===== config.mk =====
export PLATFORM = sky130hd
export DESIGN_NAME = glcd_cursor_seq
export DESIGN_NICKNAME = d
export VERILOG_FILES = /design/src/rtl/glcd_seq_pkg.sv /design/src/rtl/glcd_cursor.sv /design/src/rtl/glcd_wait.sv /design/src/rtl/glcd_seq_fsm.sv /design/src/rtl/glcd_cursor_seq.sv
export SDC_FILE = /design/constraint.sdc
export NUM_CORES = 1
export LEC_CHECK = 0
export BUFFER_PORTS_ARGS = -buffer_cell sky130_fd_sc_hd__buf_2
export CAP_MARGIN = 20
export CORE_MARGIN = 2
export CORE_UTILIZATION = 55
export DETAILED_ROUTE_END_ITERATION = 7
export PLACE_DENSITY = 0.84
export SYNTH_ARGS = -nofsm -noshare
export SYNTH_HDL_FRONTEND = slang
export SYNTH_SLANG_ARGS = --single-unit

===== constraint.sdc =====
create_clock -name clk -period 2.3 [get_ports clk]
set_input_delay 0.115 -clock clk [delete_from_list [all_inputs] [get_ports clk]]
set_output_delay 0.115 -clock clk [all_outputs]
set_load 0.03 [all_outputs]

===== src/rtl/glcd_seq_pkg.sv =====
package glcd_seq_pkg;
  localparam int unsigned COLW = 6;
  localparam logic [7:0] CMD_COL_BASE  = 8'h40;
  localparam logic [7:0] CMD_PAGE_BASE = 8'hB8;
  localparam logic [7:0] CMD_DISP_ON   = 8'h3F;
  localparam logic [7:0] CMD_START_LN  = 8'hC0;

  typedef enum logic [1:0] {
    OP_CURSOR = 2'd0,
    OP_WRITE  = 2'd1,
    OP_CLEAR  = 2'd2,
    OP_INIT   = 2'd3
  } op_e;

  function automatic logic [7:0] col_cmd(input logic [COLW-1:0] col);
    return CMD_COL_BASE | {2'b00, col};
  endfunction

  function automatic logic [7:0] page_cmd(input logic [2:0] page);
    return CMD_PAGE_BASE | {5'b00000, page};
  endfunction
endpackage


===== src/rtl/glcd_cursor.sv =====
module glcd_cursor #(
  parameter int unsigned X_W   = 8,
  parameter int unsigned Y_W   = 3,
  parameter int unsigned PAGES = 8
) (
  input  logic           clk,
  input  logic           rst_n,
  input  logic           load,
  input  logic [X_W-1:0] load_x,
  input  logic [Y_W-1:0] load_y,
  input  logic           step_x,
  input  logic           step_y,
  output logic [X_W-1:0] x,
  output logic [Y_W-1:0] y,
  output logic           edge_next,
  output logic           x_zero,
  output logic           y_last
);
  import glcd_seq_pkg::*;

  assign edge_next = (x[COLW-1:0] == {COLW{1'b1}});
  assign x_zero    = (x == '0);
  assign y_last    = (y == Y_W'(PAGES - 1));

  always_ff @(posedge clk or negedge rst_n) begin
    if (!rst_n) begin
      x <= '0;
      y <= '0;
    end else if (load) begin
      x <= load_x;
      y <= load_y;
    end else begin
      if (step_x) x <= x + 1'b1;
      if (step_y) y <= y + 1'b1;
    end
  end
endmodule


===== src/rtl/glcd_wait.sv =====
module glcd_wait #(
  parameter int unsigned CYCLES = 6250000
) (
  input  logic clk,
  input  logic rst_n,
  input  logic run,
  output logic done
);
  localparam int unsigned CW = $clog2(CYCLES + 1);
  logic [CW-1:0] cnt;

  assign done = run && (cnt == CW'(CYCLES - 1));

  always_ff @(posedge clk or negedge rst_n) begin
    if (!rst_n)    cnt <= '0;
    else if (!run) cnt <= '0;
    else if (!done) cnt <= cnt + 1'b1;
  end
endmodule


===== src/rtl/glcd_seq_fsm.sv =====
module glcd_seq_fsm #(
  parameter int unsigned X_W = 8,
  parameter int unsigned Y_W = 3
) (
  input  logic           clk,
  input  logic           rst_n,
  input  logic           host_req,
  input  logic [1:0]     host_op,
  input  logic [X_W-1:0] host_x,
  input  logic [Y_W-1:0] host_y,
  input  logic [7:0]     host_data,
  output logic           host_ack,
  output logic           busy,
  output logic           unmask_chips,
  input  logic [X_W-1:0] x,
  input  logic [Y_W-1:0] y,
  input  logic           edge_next,
  input  logic           x_zero,
  input  logic           y_last,
  output logic           cur_load,
  output logic [X_W-1:0] cur_load_x,
  output logic [Y_W-1:0] cur_load_y,
  output logic           cur_step_x,
  output logic           cur_step_y,
  output logic           wait_run,
  input  logic           wait_done,
  output logic           bus_req,
  output logic           bus_is_data,
  output logic [7:0]     bus_byte,
  input  logic           bus_ack
);
  import glcd_seq_pkg::*;

  typedef enum logic [2:0] {
    S_IDLE, S_WAIT, S_ON, S_COL, S_PAGE, S_DATA, S_WRAP, S_START
  } state_e;
  typedef enum logic [1:0] {C_SET, C_WR, C_CLR, C_HOME} ctx_e;

  state_e     st;
  ctx_e       ctx;
  logic [7:0] wdata;
  op_e        op;
  logic       accept;
  logic       xfer_done;

  assign op        = op_e'(host_op);
  assign accept    = host_req && (st == S_IDLE);
  assign host_ack  = accept;
  assign busy      = (st != S_IDLE);
  assign unmask_chips = accept && (op == OP_INIT);
  assign wait_run  = (st == S_WAIT);
  assign bus_req   = (st != S_IDLE) && (st != S_WAIT);
  assign xfer_done = bus_req && bus_ack;
  assign bus_is_data = (st == S_DATA);

  always_comb begin
    case (st)
      S_ON:    bus_byte = CMD_DISP_ON;
      S_COL:   bus_byte = col_cmd(x[COLW-1:0]);
      S_PAGE:  bus_byte = page_cmd(3'(y));
      S_DATA:  bus_byte = (ctx == C_CLR) ? 8'h00 : wdata;
      S_WRAP:  bus_byte = CMD_COL_BASE;
      S_START: bus_byte = CMD_START_LN;
      default: bus_byte = 8'h00;
    endcase
  end

  // cursor control: loads on accept (cursor/clear) and at init/home points
  always_comb begin
    cur_load   = (accept && (op == OP_CURSOR || op == OP_CLEAR)) ||
                 (xfer_done && (st == S_ON || st == S_START));
    cur_load_x = (accept && op == OP_CURSOR) ? host_x : '0;
    cur_load_y = (accept && op == OP_CURSOR) ? host_y : '0;
    cur_step_x = xfer_done && (st == S_DATA);
    cur_step_y = xfer_done && (st == S_WRAP) && (ctx == C_CLR) && x_zero && !y_last;
  end

  always_ff @(posedge clk or negedge rst_n) begin
    if (!rst_n) begin
      st    <= S_IDLE;
      ctx   <= C_SET;
      wdata <= 8'h00;
    end else begin
      case (st)
        S_IDLE: if (accept) begin
          case (op)
            OP_CURSOR: begin st <= S_COL;  ctx <= C_SET; end
            OP_WRITE:  begin st <= S_DATA; ctx <= C_WR; wdata <= host_data; end
            OP_CLEAR:  begin st <= S_COL;  ctx <= C_CLR; end
            default:   begin st <= S_WAIT; ctx <= C_CLR; end
          endcase
        end
        S_WAIT:  if (wait_done) st <= S_ON;
        S_ON:    if (xfer_done) st <= S_COL;
        S_COL:   if (xfer_done) st <= S_PAGE;
        S_PAGE:  if (xfer_done) st <= (ctx == C_CLR) ? S_DATA : S_IDLE;
        S_DATA:  if (xfer_done) begin
          if (edge_next)          st <= S_WRAP;
          else if (ctx == C_WR)   st <= S_IDLE;
        end
        S_WRAP:  if (xfer_done) begin
          if (ctx == C_WR)        st <= S_IDLE;
          else if (!x_zero)       st <= S_DATA;
          else if (y_last)        st <= S_START;
          else                    st <= S_COL;
        end
        S_START: if (xfer_done) begin st <= S_COL; ctx <= C_HOME; end
        default: st <= S_IDLE;
      endcase
    end
  end

  AST_REQ_HOLD: assert property (@(posedge clk) disable iff (!rst_n)
    (bus_req && !bus_ack) |=> (bus_req && $stable(bus_byte) && $stable(bus_is_data))) else $error("hold");
  AST_BUSY_AFTER_ACK: assert property (@(posedge clk) disable iff (!rst_n)
    host_ack |=> busy) else $error("busy");
  AST_INIT_SILENT: assert property (@(posedge clk) disable iff (!rst_n)
    unmask_chips |=> !bus_req) else $error("init quiet");
endmodule


===== src/rtl/glcd_cursor_seq.sv =====
module glcd_cursor_seq #(
  parameter int unsigned CHIPS       = 4,
  parameter int unsigned PAGES       = 8,
  parameter int unsigned WAIT_CYCLES = 6250000,
  localparam int unsigned X_W        = glcd_seq_pkg::COLW + $clog2(CHIPS),
  localparam int unsigned Y_W        = (PAGES > 1) ? $clog2(PAGES) : 1
) (
  input  logic           clk,
  input  logic           rst_n,
  input  logic           host_req,
  input  logic [1:0]     host_op,
  input  logic [X_W-1:0] host_x,
  input  logic [Y_W-1:0] host_y,
  input  logic [7:0]     host_data,
  output logic           host_ack,
  output logic           busy,
  output logic           unmask_chips,
  output logic [X_W-1:0] cur_x,
  output logic [Y_W-1:0] cur_y,
  output logic           bus_req,
  output logic           bus_is_data,
  output logic [7:0]     bus_byte,
  output logic [X_W-1:0] bus_x,
  input  logic           bus_ack
);
  import glcd_seq_pkg::*;

  logic           cur_load, cur_step_x, cur_step_y;
  logic [X_W-1:0] cur_load_x;
  logic [Y_W-1:0] cur_load_y;
  logic           edge_next, x_zero, y_last;
  logic           wait_run, wait_done;

  glcd_cursor #(.X_W(X_W), .Y_W(Y_W), .PAGES(PAGES)) u_cursor (
    .clk(clk), .rst_n(rst_n),
    .load(cur_load), .load_x(cur_load_x), .load_y(cur_load_y),
    .step_x(cur_step_x), .step_y(cur_step_y),
    .x(cur_x), .y(cur_y),
    .edge_next(edge_next), .x_zero(x_zero), .y_last(y_last)
  );

  glcd_wait #(.CYCLES(WAIT_CYCLES)) u_wait (
    .clk(clk), .rst_n(rst_n), .run(wait_run), .done(wait_done)
  );

  glcd_seq_fsm #(.X_W(X_W), .Y_W(Y_W)) u_fsm (
    .clk(clk), .rst_n(rst_n),
    .host_req(host_req), .host_op(host_op), .host_x(host_x), .host_y(host_y),
    .host_data(host_data), .host_ack(host_ack), .busy(busy),
    .unmask_chips(unmask_chips),
    .x(cur_x), .y(cur_y), .edge_next(edge_next), .x_zero(x_zero), .y_last(y_last),
    .cur_load(cur_load), .cur_load_x(cur_load_x), .cur_load_y(cur_load_y),
    .cur_step_x(cur_step_x), .cur_step_y(cur_step_y),
    .wait_run(wait_run), .wait_done(wait_done),
    .bus_req(bus_req), .bus_is_data(bus_is_data), .bus_byte(bus_byte),
    .bus_ack(bus_ack)
  );

  assign bus_x = cur_x;

  AST_DATA_STEP: assert property (@(posedge clk) disable iff (!rst_n)
    (bus_req && bus_is_data && bus_ack) |=> (cur_x == $past(cur_x) + 1'b1) && $stable(cur_y)) else $error("step");
  AST_CHIP_EDGE_CMD: assert property (@(posedge clk) disable iff (!rst_n)
    (bus_req && bus_is_data && bus_ack && cur_x[COLW-1:0] == {COLW{1'b1}})
      |=> (bus_req && !bus_is_data && bus_byte == CMD_COL_BASE)) else $error("edge");
  AST_START_HOME: assert property (@(posedge clk) disable iff (!rst_n)
    (bus_req && !bus_is_data && bus_byte == CMD_START_LN && bus_ack)
      |=> (cur_x == '0 && cur_y == '0)) else $error("home");
  AST_PAGE_MATCH: assert property (@(posedge clk) disable iff (!rst_n)
    (bus_req && !bus_is_data && bus_byte[7:3] == 5'b10111)
      |-> (bus_byte[2:0] == 3'(cur_y))) else $error("page");
  AST_IDLE_NO_ACK: assert property (@(posedge clk) disable iff (!rst_n)
    busy |-> !host_ack) else $error("ack busy");
endmodule


# Word level (Yosys, flattened, before mapping)
# Cells that the tools add are included.
[word_totals]
regBits = 47
input_bits = 25
out_inout_bits = 32
wordCells = 93
[classes]
n_addsub = 3
n_eq_ne = 26
n_mux = 29
n_reduce_logical = 29
[op_table]
columns = ["op", "n"]
rows = [
  ["3-bit two-way mux", 16],
  ["8-bit one-hot mux with 6 select lines", 1],
  ["23-bit two-way mux", 2],
  ["8-bit two-way mux", 4],
  ["23-bit by 1-bit adder with 23-bit output (second input constant)", 1],
  ["23-bit equality test (second input constant)", 1],
  ["3-bit one-hot mux with 7 select lines", 1],
  ["2-bit by 1-bit != test with 1-bit output (second input constant)", 8],
  ["3-bit equality test (second input constant)", 5],
  ["1-bit logical AND", 13],
  ["8-bit by 1-bit adder with 8-bit output (second input constant)", 1],
  ["8-bit zero test", 1],
  ["2-bit one-hot mux with 2 select lines", 2],
  ["8-bit AND reduction", 1],
  ["2-bit equality test (second input constant)", 3],
  ["3-bit by 2-bit equality test with 1-bit output (second input constant)", 2],
  ["6-bit equality test (second input constant)", 1],
  ["3-bit by 1-bit != test with 1-bit output (second input constant)", 2],
  ["3-bit one-hot mux with 2 select lines", 1],
  ["3-bit AND reduction", 2],
  ["2-bit nonzero test", 3],
  ["2-bit by 1-bit equality test with 1-bit output (second input constant)", 2],
  ["2-bit two-way mux", 2],
  ["2-bit OR reduction", 2],
  ["other kinds (8)", 10],
]

# Logic depth before layout (Yosys ltp)
[depth]
word_depth = 9
mapped_depth = 7
mapped_depth_nobuf = 6

# Cells and area by module
# Synthesis repeated with hierarchy kept, for this count alone.
[unflattened]
cells_unflattened = 340
area_unflattened_um2 = 3035.4
[modules_own_cells]
columns = ["module", "n_inst", "cells_each", "area_each_um2", "seq_area_each_um2"]
rows = [
  ["glcd_wait", 1, 133, 1241.2, 575.6],
  ["glcd_seq_fsm", 1, 129, 1089.8, 325.3],
  ["glcd_cursor", 1, 70, 644.4, 275.3],
  ["glcd_cursor_seq", 1, 8, 60.1, 0.0],
]

# Worst setup path before layout
# OpenSTA, ideal clock, no wires.
[synth_timing]
path_kind = "reg2reg"
startpoint = "register u_cursor.x[0]"
endpoint = "register u_cursor.y[0]"
setup_ps = 125
arrival_time_ps = 1897
t_required_ps = 2175
path_slack_ps = 278
stages_incl_launch_ff = 7
n_path_buf = 0
period_less_slack_ps = 2022
path_cell_list = "dfrtp_1 inv_1 ha_1 nor4b_2 nand3b_1 o41ai_4 mux2_4"
[synth_via]
elab_chain_len = 4
[synth_lines]
columns = ["element", "line", "rtl"]
rows = [
  ["start: declaration", "glcd_cursor.sv:13", "output logic [X_W-1:0] x,"],
  ["start signal: assignment", "glcd_cursor.sv:30", "x <= load_x;"],
  ["start signal: assignment", "glcd_cursor.sv:33", "if (step_x) x <= x + 1'b1;"],
  ["8-bit zero test", "glcd_cursor.sv:22", "assign x_zero = (x == '0);"],
  ["1-bit logical AND (2 in series)", "glcd_seq_fsm.sv:75", "cur_step_y = xfer_done && (st == S_WRAP) && (ctx == C_CLR) && x_zero && !y_last;"],
  ["2-bit nonzero test (no source line)", "n/a", ""],
  ["end signal: assignment", "glcd_cursor.sv:31", "y <= load_y;"],
  ["end signal: assignment", "glcd_cursor.sv:34", "if (step_y) y <= y + 1'b1;"],
  ["end: declaration", "glcd_cursor.sv:14", "output logic [Y_W-1:0] y,"],
]
# Every way passes these cells.
# A chain may end at the register's enable or synchronous reset.

# Worst setup path in the final report
# Same ends and word-level chain as after synthesis.

==> results.yml <==
synthesis:
  ys_ff_latch: 47
  yosysMostFrequentCell: "dfrtp_1"
  post_synth_main_area_contributors: "dfrtp_1, nor2_1, xnor2_1, mux2_2, nand2_1"
  synth_edf_count: 0
  synthCells: 302
  synth_nets: 332
  syn_area_um2: 2880
  synth_top_area_share_pct: 40.8
  synth.avg_cell_area_um2: 9.55
  synthArstFlopShare_pct: 100
  yosysSeqAreaShare_pct: 40.8
  synth_largest_area_cell: "dfrtp_1"
  synthTopCellsByCount: "dfrtp_1, nor2_1, nand2_1"
  yosysUniqueCellTypes: 67
  synth-main-ff-cell: "dfrtp_1"
  ys_warn_count: 0
timing:
  final.setup.tns_ns: 0
  final_max_slew_viol_count: 0
  setup_viol: 0
  clock_skew_ns: 0.00486
  finalCritPeriodShare_pct: 91.2
  worst_hold_slack_ns: 0.0393
  relSlewSlack_pct: 58.3
  grt_setup_unrepaired: "false"
  worstMarginPinSlew_ns: 0.619
  period_minus_slack_ns: 2.10
  final_hold_viol_count: 0
  fmax_mhz: 477
die:
  rows: 26
  start_util_pct: 56.8
  io_pins: 57
  die_h_um: 76.4
  chipWidth_um: 76.4
  core_um2: 5070
  design.die.area_um2: 5840
layout:
  nFillCells: 441
  fin_nets: 385
  syn2layout_area_growth_pct: 12.9
  fin_util_pct: 64.2
  layout.area.seq_um2: 1180
  multi_input_area_um2: 1500
  final_layout_size_suffix_gt1_share_pct: 28.1
  antenna-diode-count: 0
  stdcell_count: 426
clocking:
  numCtsBuffers: 5
  htreeDepth: 2
  cts_root_buf: "clkbuf_8"
  clk_latency_ns: 0.30
  cts_buffer_depth: 2
  post_cts_buffers: 0
  path_clk_slew_ns: 0.09
  cts_tree: "done"
  cts.sinks: 47
route:
  via_per_inst: 5.75
  wl_per_cell_um: 15.2
  routed_wl_um: 6460
  vias: 2451
  drtPass1Iterations: 6
  ant_nets: 0
  drc: 0
  drt_iter0_drc: 218
worst_setup_path:
  arrival_ns: 2.29
  cp-end-kind: "flip-flop"
  r2r_cells: 6
  crit_path_start_kind: "flip-flop"
  cp.required_ns: 2.49
  critPathKind: "flip-flop to flip-flop"
  critical_path.max_fanout: 5
flow_run:
  maxCapViolations: 0
placement:
  io_buffer_count: 56
  place.gp.congestion: 0.890
  dp_cells: 417
  dp_hpwl_um: 4770
global_routing:
  overflow: 0
  grt_start_max_net_pins: 32
  grt_use_total_pct: 23.0
  antenna_found_initial: 0
  grt_pass1_wl_um: 11000
  grt_pass1_vias: 2338
power:
  power_density_nw_per_um2: 1230
  irDropWorstVdd_v: 0.00106
  leakagePower_nw: 1.50
status:
  outcome: "finished, final reports clean"
min_path:
  hold_path_depth: 2
  min_path_type: "input pin to flip-flop"
where the power goes:
group	internal [W]	switching, W	leakage, nW	total (W)
registers	0.00104	0.000297	0.621	0.00133
clock network	0.000213	0.000283	0.0412	0.000496
logic	0.000804	0.00137	0.841	0.00217
total	0.00205	0.00195	1.50	0.00400
cell usage in the layout (no fill, tap or decap), types with 8 or more instances in the layout:
cell / count
nand2_1: 19
nand3_1: 12
nor3_1: 14
nor2_1: 38
mux2_2: 8
xnor2_1: 16
inv_1: 15
dfrtp_1: 47
buf_2: 56
a21oi_1: 11
worst max-delay path, stage by stage (launching register included):
cell and delay, ns:
dfrtp_1 0.43, inv_1 0.13, ha_1 0.17, nor4b_2 0.27, nand3b_1 0.19, o41ai_4 0.46, mux2_4 0.34
final cells by class:
class,instances,area share [%]
clock inverters,2,0.384
inverters,16,1.84
repair buffers,64,10.5
flip-flops and latches,47,36.1
multi-input cells,221,46.2
clock buffers,6,2.23
well taps,70,2.69
sequential cells by signal (all words and copies together), names as in the netlist:
name         count
u_cursor.x       8
u_wait.cnt      23
u_cursor.y       3
u_fsm.st         3
u_fsm.ctx        2
u_fsm.wdata      8
timing repair:
item                                   in CTS  in global routing
hold buffers                                1                  0
endpoints found under the hold margin      16                  0
setup endpoints to repair                   0                  0
resized for setup                           0                  0
per-stage QoR:
| step | instance area, um2 | worst slack (ns) | power [W] |
|---|---|---|---|
| 2_1_floorplan | 2880 | 0.278 | 0.00305 |
| 3_3_place_gp | 3160 | 0.353 | 0.00344 |
| 4_1_cts | 3260 | 0.212 | 0.00400 |
| 3_5_place_dp | 3160 | 0.242 | 0.00350 |
| 5_1_grt | 3260 | 0.0994 | 0.00423 |
| 6_report | 3260 | 0.202 | 0.00400 |
logic make-up (layout without fill, tap and decap cells):
family / Yosys count / count (layout) / share of synthesized area [%]
flops: 47 / 47 / 40.8
xor+xnor: 21 / 21 / 6.38
simple gates: 124 / 124 / 23.5
buf+inv: 34 / 88 / 7.07
compound gates: 58 / 58 / 14.8
fa+ha+maj: 6 / 6 / 2.52
mux: 12 / 12 / 5.03
metal layers:
metal	routed length [um]	global-route usage, %
met5	0	0
met4	114	8.73
met3	374	4.27
met2	2980	36.0
met1	2980	32.0
worst paths after layout:
path	from	end	slack (ns)
worst max-delay path	u_cursor.x[0]$_DFFE_PN0P_	u_cursor.y[0]$_DFFE_PN0P_	0.20
min in group asynchronous	rst_n	u_cursor.x[2]$_DFFE_PN0P_	0.26
worst max register to register	u_cursor.x[0]$_DFFE_PN0P_	u_cursor.y[0]$_DFFE_PN0P_	0.20
max in group asynchronous	rst_n	u_wait.cnt[6]$_DFFE_PN0P_	1.31
worst min-delay path	host_data[2]	u_fsm.wdata[2]$_DFFE_PN0P_	0.04
worst min register to register	u_fsm.wdata[4]$_DFFE_PN0P_	u_fsm.wdata[4]$_DFFE_PN0P_	0.51
Power figures use the tool's default switching activity.
